`config.mk`:
```
export PLATFORM = sky130hd
export DESIGN_NAME = dic_issue_ctl
export DESIGN_NICKNAME = d
export VERILOG_FILES = /design/src/rtl/dic_pkg.sv /design/src/rtl/dic_lu_check.sv /design/src/rtl/dic_hazard.sv /design/src/rtl/dic_group_seq.sv /design/src/rtl/dic_issue_ctl.sv
export SDC_FILE = /design/constraint.sdc
export NUM_CORES = 1
export LEC_CHECK = 0
export ABC_AREA = 1
export CAP_MARGIN = 10
export CELL_PAD_IN_SITES_DETAIL_PLACEMENT = 1
export CELL_PAD_IN_SITES_GLOBAL_PLACEMENT = 1
export CORE_UTILIZATION = 45
export CTS_BUF_LIST = sky130_fd_sc_hd__clkbuf_4 sky130_fd_sc_hd__clkbuf_8 sky130_fd_sc_hd__clkbuf_16
export CTS_CLUSTER_SIZE = 24
export DETAILED_ROUTE_END_ITERATION = 10
export DONT_BUFFER_PORTS = 1
export PLACE_DENSITY_LB_ADDON = 0.1
export SLEW_MARGIN = 20
export SYNTH_ARGS = -nofsm -noshare
export SYNTH_HDL_FRONTEND = slang
export SYNTH_HIERARCHICAL = 1
export SYNTH_SLANG_ARGS = --single-unit
```
`constraint.sdc`:
```
create_clock -name clk -period 3.6 [get_ports clk]
set_clock_uncertainty 0.05 [all_clocks]
set_input_delay 0.18 -clock clk [delete_from_list [all_inputs] [get_ports clk]]
set_output_delay 0.18 -clock clk [all_outputs]
set_load 0.05 [all_outputs]
```
`src/rtl/dic_pkg.sv`:
```
package dic_pkg;

    localparam int unsigned RW     = 5;
    localparam int unsigned LANES  = 2;
    localparam int unsigned TAKE_W = $clog2(LANES + 1);

    typedef logic [RW-1:0] reg_t;

    typedef struct packed {
        logic vld;
        reg_t rs1;
        reg_t rs2;
        reg_t rd;
        logic wr;
        logic ld;
    } dinst_t;

    typedef struct packed {
        logic ld;
        reg_t rd;
    } xm_t;

    typedef dinst_t [LANES-1:0] dgrp_t;
    typedef xm_t    [LANES-1:0] xgrp_t;

    typedef enum logic {
        ADV_RIGID = 1'b0,
        ADV_FLUID = 1'b1
    } adv_e;

    // Consumer reads a nonzero register r.
    function automatic logic reads_reg(input dinst_t c, input reg_t r);
        return c.vld && (r != '0) && ((c.rs1 == r) || (c.rs2 == r));
    endfunction

    // Consumer depends on a load sitting in one execute/memory lane.
    function automatic logic load_use(input dinst_t c, input xm_t x);
        return x.ld && reads_reg(c, x.rd);
    endfunction

    // Younger depends on the older member of the same group.
    function automatic logic group_dep(input dinst_t yng, input dinst_t old);
        return old.vld && old.wr && reads_reg(yng, old.rd);
    endfunction

    // Offered instructions, packed from lane 0.
    function automatic logic [TAKE_W-1:0] offered(input dgrp_t g);
        if (!g[0].vld)     return '0;
        else if (g[1].vld) return TAKE_W'(2);
        else               return TAKE_W'(1);
    endfunction

endpackage

```
`src/rtl/dic_lu_check.sv`:
```
module dic_lu_check
    import dic_pkg::*;
(
    input  dinst_t cand,
    input  xgrp_t  xm,
    output logic   hit
);
    logic [LANES-1:0] lane_hit;

    generate
        for (genvar j = 0; j < LANES; j++) begin : g_lane
            assign lane_hit[j] = load_use(cand, xm[j]);
        end
    endgenerate

    assign hit = |lane_hit;
endmodule

```
`src/rtl/dic_hazard.sv`:
```
module dic_hazard
    import dic_pkg::*;
(
    input  dinst_t           old_i,
    input  dinst_t           yng_i,
    input  xgrp_t            xm,
    output logic [LANES-1:0] stall_o,
    output logic [LANES-1:0] iss_o
);
    logic lu_old, lu_yng, pair_dep;
    logic st_old, st_yng;

    dic_lu_check u_lu_old (.cand(old_i), .xm(xm), .hit(lu_old));
    dic_lu_check u_lu_yng (.cand(yng_i), .xm(xm), .hit(lu_yng));

    always_comb begin
        pair_dep = group_dep(yng_i, old_i);
        st_old   = old_i.vld && lu_old;
        st_yng   = yng_i.vld && (lu_yng || pair_dep || st_old);
        stall_o  = {st_yng, st_old};
        iss_o    = {yng_i.vld && !st_yng, old_i.vld && !st_old};
    end
endmodule

```
`src/rtl/dic_group_seq.sv`:
```
module dic_group_seq
    import dic_pkg::*;
#(
    parameter adv_e ADV_MODE = ADV_RIGID
) (
    input  logic              clk,
    input  logic              rst,
    input  logic [LANES-1:0]  iss_i,
    input  dgrp_t             fe_i,
    output dgrp_t             slot_o,
    output logic [TAKE_W-1:0] take_o
);
    dgrp_t             slot_q, slot_d;
    logic [TAKE_W-1:0] avail;
    logic              keep0, keep1;

    always_comb begin
        keep0 = slot_q[0].vld && !iss_i[0];
        keep1 = slot_q[1].vld && !iss_i[1];
        avail = offered(fe_i);
    end

    generate
        if (ADV_MODE == ADV_RIGID) begin : g_rigid
            always_comb begin
                slot_d        = slot_q;
                slot_d[0].vld = keep0;
                slot_d[1].vld = keep1;
                take_o        = '0;
                if (!keep0 && !keep1) begin
                    slot_d = '0;
                    take_o = avail;
                    if (avail != '0)         slot_d[0] = fe_i[0];
                    if (avail == TAKE_W'(2)) slot_d[1] = fe_i[1];
                end
            end
        end else begin : g_fluid
            always_comb begin
                slot_d = '0;
                take_o = '0;
                if (keep0 && keep1) begin
                    slot_d = slot_q;
                end else if (keep0 || keep1) begin
                    slot_d[0] = keep0 ? slot_q[0] : slot_q[1];
                    if (avail != '0) begin
                        slot_d[1] = fe_i[0];
                        take_o    = TAKE_W'(1);
                    end
                end else begin
                    take_o = avail;
                    if (avail != '0)         slot_d[0] = fe_i[0];
                    if (avail == TAKE_W'(2)) slot_d[1] = fe_i[1];
                end
            end
        end
    endgenerate

    always_ff @(posedge clk) begin
        if (rst) slot_q <= '0;
        else     slot_q <= slot_d;
    end

    assign slot_o = slot_q;
endmodule

```
`src/rtl/dic_issue_ctl.sv`:
```
module dic_issue_ctl
    import dic_pkg::*;
#(
    parameter adv_e ADV_MODE = ADV_RIGID
) (
    input  logic                      clk,
    input  logic                      rst,
    input  logic [LANES-1:0]          fe_vld,
    input  logic [LANES-1:0][RW-1:0]  fe_rs1,
    input  logic [LANES-1:0][RW-1:0]  fe_rs2,
    input  logic [LANES-1:0][RW-1:0]  fe_rd,
    input  logic [LANES-1:0]          fe_wr,
    input  logic [LANES-1:0]          fe_ld,
    input  logic [LANES-1:0]          xm_ld,
    input  logic [LANES-1:0][RW-1:0]  xm_rd,
    output logic [TAKE_W-1:0]         fe_take,
    output logic [LANES-1:0]          stall,
    output logic [LANES-1:0]          iss_vld,
    output logic [LANES-1:0][RW-1:0]  iss_rd,
    output logic [LANES-1:0]          iss_wr,
    output logic [LANES-1:0]          iss_ld
);
    dgrp_t            fe_grp;
    xgrp_t            xm_grp;
    dgrp_t            slot_q;
    logic [LANES-1:0] iss_en;

    generate
        for (genvar i = 0; i < LANES; i++) begin : g_pack
            assign fe_grp[i] = '{vld: fe_vld[i], rs1: fe_rs1[i], rs2: fe_rs2[i],
                                 rd: fe_rd[i], wr: fe_wr[i], ld: fe_ld[i]};
            assign xm_grp[i] = '{ld: xm_ld[i], rd: xm_rd[i]};
            assign iss_vld[i] = iss_en[i];
            assign iss_rd[i]  = slot_q[i].rd;
            assign iss_wr[i]  = iss_en[i] && slot_q[i].wr;
            assign iss_ld[i]  = iss_en[i] && slot_q[i].ld;
        end
    endgenerate

    dic_hazard u_hazard (
        .old_i   (slot_q[0]),
        .yng_i   (slot_q[1]),
        .xm      (xm_grp),
        .stall_o (stall),
        .iss_o   (iss_en)
    );

    dic_group_seq #(.ADV_MODE(ADV_MODE)) u_seq (
        .clk    (clk),
        .rst    (rst),
        .iss_i  (iss_en),
        .fe_i   (fe_grp),
        .slot_o (slot_q),
        .take_o (fe_take)
    );
endmodule

```
**Yosys cells after proc, flatten, opt, wreduce, memory -nomap -nowiden**

Cells that the tools add are included.

- Input port bits: 50
- Register bits after elaboration: 36
- Output and inout port bits: 20
- Word-level logic and storage cells: 75

- Eq/ne operators: 11
- Reductions and logical operators: 46
- Mux-type cells: 6

Operators with widths:

| kind | number |
|---|---|
| 5-bit == test | 10 |
| 18-bit 2-to-1 mux | 2 |
| 36-bit 2-to-1 mux | 1 |
| 1-bit logical AND | 27 |
| 5-bit nonzero test | 3 |
| 1-bit logical OR | 7 |
| 1-bit zero test | 6 |
| 2-bit 2-to-1 mux | 3 |
| 2-bit OR reduction | 2 |
| 2-bit == test (second input constant) | 1 |
| 2-bit nonzero test | 1 |

**Longest topological paths before layout**

Gate-level depths: netlist of the first run.

- Word-level depth: 15
- Gate-level depth with buffers: 19
- Depth with buffers taken out: 18

**Cells and area by module**

Netlist of the first run, hierarchy kept.

Modules (own cells, without submodules):

| module | area an instance (um^2) | sequential area each (um^2) | cells each | instances |
|---|---|---|---|---|
| dic_group_seq | 1662.8 | 720.7 | 236 | 1 |
| dic_lu_check | 390.4 | 0.0 | 94 | 2 |
| dic_hazard | 265.3 | 0.0 | 62 | 1 |
| dic_issue_ctl | 30.0 | 0.0 | 8 | 1 |

**Worst setup path before layout of the first run**

OpenSTA, ideal clock, no wires.

- Path kind: reg-to-output
- Start point: register u_seq/slot_o[2] (netlist name)
- End point: output port fe_take[0]
- Buffers on the path: 2
- Setup slack: 0.246 ns
- Required time: 3.370 ns
- Arrival time: 3.124 ns
- Cell stages (with the launch flop): 15
- Path through: dfxtp_1 -> nor2_1 -> nor2_1 -> nor2_1 -> nand3_1 -> nand2_1 -> nand2_2 -> nand2_1 -> nor2_1 -> inv_1 -> nand2_1 -> buf_4 -> buf_6 -> nand3_1 -> nor2_1

- Longest elaborated chain between the ends: 14
- Elaborated cells between the ends (all ways): 17
- Those cells by class: 2 x eq/ne; 1 x mux; 14 x reduce/logical

Ends and longest elaborated chain:

| what | RTL line | text |
|---|---|---|
| 5-bit == test / 5-bit nonzero test (equally long branches) | dic_pkg.sv:33 | `return c.vld && (r != '0) && ((c.rs1 == r) \|\| (c.rs2 == r));` |
| 1-bit logical OR / 1-bit logical AND (equally long branches) | dic_pkg.sv:33 |  |
| 1-bit logical AND * | dic_pkg.sv:33 |  |
| 1-bit logical AND * | dic_pkg.sv:43 | `return old.vld && old.wr && reads_reg(yng, old.rd);` |
| 1-bit logical OR * (2 in series) | dic_hazard.sv:19 | `st_yng = yng_i.vld && (lu_yng \|\| pair_dep \|\| st_old);` |
| 1-bit logical AND * | dic_hazard.sv:19 |  |
| 1-bit zero test * | dic_hazard.sv:21 | `iss_o = {yng_i.vld && !st_yng, old_i.vld && !st_old};` |
| 1-bit logical AND * | dic_hazard.sv:21 |  |
| net iss_vld[1] | dic_issue_ctl.sv:18 | `output logic [LANES-1:0] iss_vld,` |
| 1-bit zero test * | dic_group_seq.sv:19 | `keep1 = slot_q[1].vld && !iss_i[1];` |
| 1-bit logical AND * | dic_group_seq.sv:19 |  |
| 1-bit zero test * | dic_group_seq.sv:30 | `if (!keep0 && !keep1) begin` |
| 1-bit logical AND * | dic_group_seq.sv:30 |  |
| 2-bit 2-to-1 mux * | dic_group_seq.sv:30 |  |
| end: declaration | dic_issue_ctl.sv:16 | `output logic [TAKE_W-1:0] fe_take,` |

Mark *: on every way through the listed nets, which the timed path passes. The rest lies on a longest branch.

**Worst setup path in the final report of the first run**

- Start point: register u_seq/slot_o[9] (netlist name)
- End point: output port fe_take[0]

- Longest elaborated chain between the ends: 15
- Elaborated cells between the ends (all ways): 24
- Those cells by class: 2 x eq/ne; 1 x mux; 21 x reduce/logical

Ends and longest elaborated chain:

| what | RTL line | text |
|---|---|---|
| 5-bit == test | dic_pkg.sv:33 |  |
| 1-bit logical OR | dic_pkg.sv:33 |  |
| 1-bit logical AND | dic_pkg.sv:33 |  |
| 1-bit logical AND | dic_pkg.sv:38 | `return x.ld && reads_reg(c, x.rd);` |
| 2-bit OR reduction * | dic_lu_check.sv:16 | `assign hit = \|lane_hit;` |
| net u_hazard.lu_old | dic_hazard.sv:10 | `logic lu_old, lu_yng, pair_dep;` |
| 1-bit logical AND * | dic_hazard.sv:18 | `st_old = old_i.vld && lu_old;` |
| 1-bit logical OR | dic_hazard.sv:19 |  |
| 1-bit logical AND | dic_hazard.sv:19 |  |
| 1-bit zero test | dic_hazard.sv:21 |  |
| 1-bit logical AND | dic_hazard.sv:21 |  |
| 1-bit zero test | dic_group_seq.sv:19 |  |
| 1-bit logical AND | dic_group_seq.sv:19 |  |
| 1-bit zero test | dic_group_seq.sv:30 |  |
| 1-bit logical AND * | dic_group_seq.sv:30 |  |
| 2-bit 2-to-1 mux * | dic_group_seq.sv:30 |  |

Marks and branches as above.

==> summary.txt, run 1 <==
STA
  – Fin. max-slew vios: 0
  – Setup TNS: 0 ns
  – Slew headroom: 52.02%
  – RSZ-0062 raised after global routing: no
  – Final period util: approximately 90%
  – Setup violators final: 0
  – Post-route setup slack: 0.3497 ns
  – Worst Tran Pin Value: 0.7202 ns
  – Endpoints failing hold: 0
  – Shortest period the worst path allows: 3.250 ns
  – Fmax: 0.3077 GHz

Floorplanning
  – Die Ht: 80.02 um
  – Starting Density: 46.53%
  – Die area: 0.006402 mm2
  – Io pins: 70
  – Core area: 0.005886 mm2
  – Row count: 28
  – DIE WIDTH: approximately 80 um

Route
  – Starting DRC count in detailed routing: 89
  – DR WL/cell: 13.90 um
  – Drt pass-1 iters: 4
  – WL final: 7921 um
  – Via density: 5.016
  – Via count: 2859
  – Post-DRT Antenna Nets: 0
  – Post-route DRC: 0

Logic synthesis
  – Xor and xnor fraction of the mapped netlist area: 3.837%
  – Synth Cell Area: approximately 0.0027 mm2
  – Largest family of logic cells by synthesized area: simple AND/OR/NAND/NOR gates
  – Post-Syn Instances: 494
  – #FFs+latches synth: 36
  – Post-Synth Simple-Gate Area: a little over two fifths
  – Synthesis Warnings: 6
  – Multiplexer share of the synthesized area: 0%
  – Sequential fraction of the synthesis area: 26.31%
  – Synth unique cells: 21
  – Compound-Gate Fraction of Synth Area: 6.898%
  – Syn_area_per_cell: 5.544 um2
  – Adder-cell share of the synthesized area: 0%
  – Net Count, Synth: 544

Pwr
  – Maximum vdd drop: 0.2209 mV
  – Tot Pwr: 0.001028 W
  – PD cells: 353.2 mW/mm2
  – Leak: ~1.6 nW

Placement
  – Placed insts: about 560
  – HPWL Detailed: slightly above 6000 um
  – GPL Wtd Cong: a little over 0.8
  – Pre-CTS setup slack: 0.4876 ns
  – I/O Buffers: 0

Global route
  – Pin count of the biggest net entering global routing: 37
  – First-pass GRT wire length: 13020 um
  – Overall Global Routing Usage: around a quarter
  – Total gr overflow: 0
  – Initial antenna violation count: 0
  – Vias in the first global route: 2777

Worst setup path
  – Worst EP arrival: 3.02 ns
  – Critical path peak fanout: 11
  – CP startpoint kind: register
  – Crit Path Category: register to primary output
  – Crit end category: primary output
  – Worst Path Required: about 3.4 ns

Clock network
  – Clock latency on the worst-skew pair: 0.28 ns
  – # Post-CTS Setup Buffers: 0
  – CTS buffer count: 5
  – H-tree Lvls: 2
  – CTS Sinks: 36
  – CTS tree: built
  – # hold bufs at CTS: 1
  – Bufs on Longest Clock Path: 2
  – Root buf cell: clkbuf_8
  – Worst-path clk slew: 0.07 ns
  – Post-cts sizing count: 0

Flow run
  – Max_cap viols: 0

Run status
  – Status: finished clean

Worst hold path
  – HP Class: input port to register

Cells and area
  – Antenna cells: 0
  – Layout overhead on the synthesized area: 6.213%
  – Largest register FFs: 36
  – Nets@finish: 544
  – Layout cell share with drive strength beyond 1: a little over 9%
  – Finished Layout Cells: 570
## power breakdown
part / internal [W] / total, W / switching (W)
logic: 0.0000862 / 0.000262 / 0.000176
registers: 0.000420 / 0.000454 / 0.0000336
clock network: 0.000171 / 0.000311 / 0.000140
## cells in the mapped netlist (all sizes together)
master	number	area [um2]
nand2	177	679.4
inv	98	367.9
nand3	53	265.3
nor2	52	220.2
a21oi	37	188.9
dfxtp	36	720.7
buf	17	132.6
xnor2	10	87.58
nor3	4	20.02
clkbuf	3	11.26
clkinv	2	7.510
nand4	2	12.51
xor2	2	17.52
nand3b	1	7.510
## per-layer routing
metal / vias up / part of all wire [%] / global-route usage (%)
met5: - / 0 / 0
met2: 61 / 48 / 47.78
met3: 8 / 4.8 / 4.114
met4: 0 / 0.78 / 6.429
met1: 1322 / 46 / 32.55
li1: 1468 / - / -
## worst paths after layout
kind	start	end	slack (ns)	cells after the start
hold reg to reg	u_seq/slot_o[19]	u_seq/slot_o[19]	0.43	2
setup reg to reg	u_seq/slot_o[9]	u_seq/slot_o[11]	0.47	20
setup / recovery	u_seq/slot_o[9]	fe_take[0]	0.35	20
hold / removal	fe_rd[9]	u_seq/slot_o[24]	0.07	4
## layout by cell type, fill, tap and decap left out
| master | instances |
|---|---|
| nand3b_1 | 1 |
| nand2_1 | 173 |
| nand2_2 | 3 |
| nand3_1 | 53 |
| clkbuf_8 | 6 |
| nor3_1 | 4 |
| inv_2 | 9 |
| nor2_1 | 42 |
| a21oi_2 | 1 |
| dfxtp_1 | 36 |
| buf_4 | 11 |
| clkinv_1 | 2 |
| nand4_1 | 2 |
| a21oi_1 | 36 |
| xor2_1 | 2 |
| buf_12 | 2 |
| clkbuf_4 | 2 |
| nand2_4 | 1 |
| inv_1 | 89 |
| xnor2_1 | 10 |
| nor2_2 | 10 |
## final cells by class
class | count | area [um2]
Fill cell | 919 | 2977
Sequential cell | 36 | 720.7
Clock buffer | 8 | 97.59
Inverter | 100 | 375.4
Tap cell | 75 | 93.84
Multi-Input combinational cell | 338 | 1499
Timing Repair Buffer | 13 | 122.6
## per-stage QoR
stage               util, %  hold WS, ns  cell area, um2
floorplan                 -       0.3472            2739
global placement      47.43       0.2031            2791
detailed placement    47.43       0.2048            2791
CTS                   49.43      0.05647            2909
global route          49.43      0.07294            2909
finish                49.43      0.06501            2909
## kinds of logic (layout without fill, tap and decap cells)
logic type | count (synthesis) | count (layout)
xor+xnor | 12 | 12
simple gates | 289 | 289
compound gates | 37 | 37
flops | 36 | 36
buf+inv | 120 | 121
## critical path, stage by stage, from the launching register on
cell     delay (ns)
dfxtp_1        0.34
inv_1          0.08
nand2_1        0.07
nand2_1        0.09
nor2_1         0.05
nand3_1        0.08
nand2_1        0.06
nand2_1        0.05
nand2_1        0.06
nand2_1        0.05
inv_1          0.04
buf_4          0.18
nor2_1         0.25
nand2_1        0.09
nor2_1         0.11
buf_4          0.23
inv_1          0.06
nand2_1        0.29
nand3_1        0.20
nor2_1         0.14
buf_4          0.21
(Power assumes the default switching activity.)
==> run 2: changes to the inputs <==
--- a/config.mk
+++ b/config.mk
@@ -15,6 +15,7 @@
 export DETAILED_ROUTE_END_ITERATION = 10
 export DONT_BUFFER_PORTS = 1
 export PLACE_DENSITY_LB_ADDON = 0.1
+export RECOVER_POWER = 100
 export SLEW_MARGIN = 20
 export SYNTH_ARGS = -nofsm -noshare
 export SYNTH_HDL_FRONTEND = slang
==> summary.txt, run 2 (synthesis results as in run 1) <==
Run status
  – Status: finished clean

Pwr
  – Leak: 1.537 nW
  – Clk network pwr share: 30.5%
  – Net Sw Frac: 34.23%
  – Tot Pwr: around 0.001 W
  – Sequential Power Share: 44.4%
  – PD cells: 355.7 mW/mm2
  – Int Power: 0.0006714 W
  – Maximum vdd drop: 0.2075 mV
  – Comb pwr share: 25.0%
  – Switch Pwr: 0.0003494 W

Route
  – Post-route DRC: 0
  – WL final: approximately 7900 um
  – Post-DRT Antenna Nets: 0
  – Via density: 5.042
  – Drt pass-1 iters: 4
  – Via count: 2874
  – Starting DRC count in detailed routing: 83
  – DR WL/cell: 13.91 um

STA
  – Post-route setup slack: 0.2773 ns
  – Setup TNS: 0 ns
  – RSZ-0062 raised after global routing: no
  – Fin. max-slew vios: 0
  – Slew headroom: 22.06%
  – Final period util: 92.30%
  – Endpoints failing hold: 0
  – Worst Tran Pin Value: 1.173 ns
  – Setup violators final: 0
  – Fmax: ~0.3 GHz
  – Shortest period the worst path allows: around 3.3 ns

Clock network
  – Worst-path clk slew: 0.07 ns
  – Clock latency on the worst-skew pair: 0.28 ns
  – CTS tree: built
  – CTS buffer count: 5
  – CTS Sinks: 36
  – # Post-CTS Setup Buffers: 0
  – H-tree Lvls: 2
  – Root buf cell: clkbuf_8
  – Bufs on Longest Clock Path: 2

Worst setup path
  – Worst Path Required: 3.37 ns
  – Critical-path cell list: clkbuf_1, nand2_1, nand2_1, nor2_1, nand3_1, nand2_1, nand2_2, nand2_1, nor2_1, buf_4, inv_1, nand2_1, nand3_1, nor2_1, buf_2
  – Critical path's top delay family: simple AND/OR/NAND/NOR gates
  – Worst path most repeated cell: nand2_1
  – Worst EP arrival: 3.09 ns
  – Slowest stage delay, CP: around 0.64 ns
  – Critical path peak fanout: 11
  – R2r setup slk: about 0.38 ns
  – CP startpoint kind: register
  – Buf/Inv on CP: 4
  – Slowest CP cell: clkbuf_1
  – Crit end category: primary output
  – Crit Path Category: register to primary output

Cells and area
  – Nets@finish: 544
  – Layout overhead on the synthesized area: 4.797%
  – Commonest non-fill, non-tap cell in the layout: nand2_1
  – Commonest non-fill, non-tap cells in the layout: nand2_1 (173), inv_1 (89), nand3_1 (53)
  – Layout cell share with drive strength beyond 1: 8.081%
  – Largest register FFs: 36
  – Antenna cells: 0

Global route
  – Initial antenna violation count: 0
  – Pin count of the biggest net entering global routing: 37
  – Total gr overflow: 0
  – First-pass GRT wire length: 13020 um
  – Vias in the first global route: ~2800
  – Overall Global Routing Usage: 26.48%

Floorplanning
  – Starting Density: 46.53%
  – DIE WIDTH: 80.02 um
  – Row count: 28
  – Die Ht: 80.02 um
  – Io pins: 70
  – Core area: 0.005886 mm2
  – Die area: 0.006402 mm2

Flow run
  – Max_cap viols: 0

Placement
  – GPL Wtd Cong: around 0.83
  – HPWL Detailed: 6070 um
  – Pre-CTS setup slack: 0.4876 ns
  – I/O Buffers: 0

Worst hold path
  – HP Class: input port to register
## run 2: cell count changes in the layout (fill, tap and decap cells not counted), sizes merged
cell    before  now
buf         13    7
clkbuf       8   14
## run 2: stage by stage
stage	hold WS (ns)	utilization [%]	instances	cell area (um2)
after global placement	0.2031	47.43	561	2791
after floorplan	0.3472	-	494	2739
final	0.06490	48.77	570	2870
after global routing	0.07294	48.77	570	2870
after CTS	0.05647	49.43	570	2909
after detailed placement	0.2048	47.43	561	2791
## run 2: what timing repair did
item / CTS / global route
gates resized for setup: 0 / 0
hold endpoints to repair: 36 / 0
hold buffers: 1 / 0
## run 2: cell type report
class                           count  area, um2
Clock buffer                        8      97.59
Fill cell                         926       3015
Inverter                          100      375.4
Multi-Input combinational cell    338       1495
Sequential cell                    36      720.7
Tap cell                           75      93.84
Timing Repair Buffer               13      87.58
## run 2: per-layer routing
| metal | wire length (um) | part of all wire, % | global-route usage, % |
|---|---|---|---|
| met1 | 3693 | 47 | 32.55 |
| met2 | 3829 | 48 | 47.78 |
| met3 | 343 | 4.3 | 4.114 |
| met4 | 62 | 0.78 | 6.429 |
| met5 | 0 | 0 | 0 |
## run 2: path summary, 6_finish.rpt
| path | start | to | cells past startpoint |
|---|---|---|---|
| worst max-delay path | u_seq/slot_o[3] | fe_take[0] | 15 |
| worst min-delay path | fe_rd[9] | u_seq/slot_o[24] | 4 |
| worst max register to register | u_seq/slot_o[3] | u_seq/slot_o[7] | 15 |
| worst min register to register | u_seq/slot_o[19] | u_seq/slot_o[19] | 2 |
## run 2: worst reg2reg max path, delay by kind of cell (launching register included)
family / cells / cell delay (ns)
AO/OA/AOI/OAI: 1 / 0.17
AND/OR/NAND/NOR: 10 / 1.16
flip-flops: 1 / 0.31
buffers and inverters: 4 / 1.47
## run 2: power by group through the flow
stage	Sequential [W]	Combinational (W)	Clock, W
floorplan	0.000469	0.000204	0
CTS	0.000454	0.000265	0.000320
finish	0.000454	0.000255	0.000312
detailed placement	0.000463	0.000254	0
global placement	0.000462	0.000244	0
global route	0.000457	0.000288	0.000342
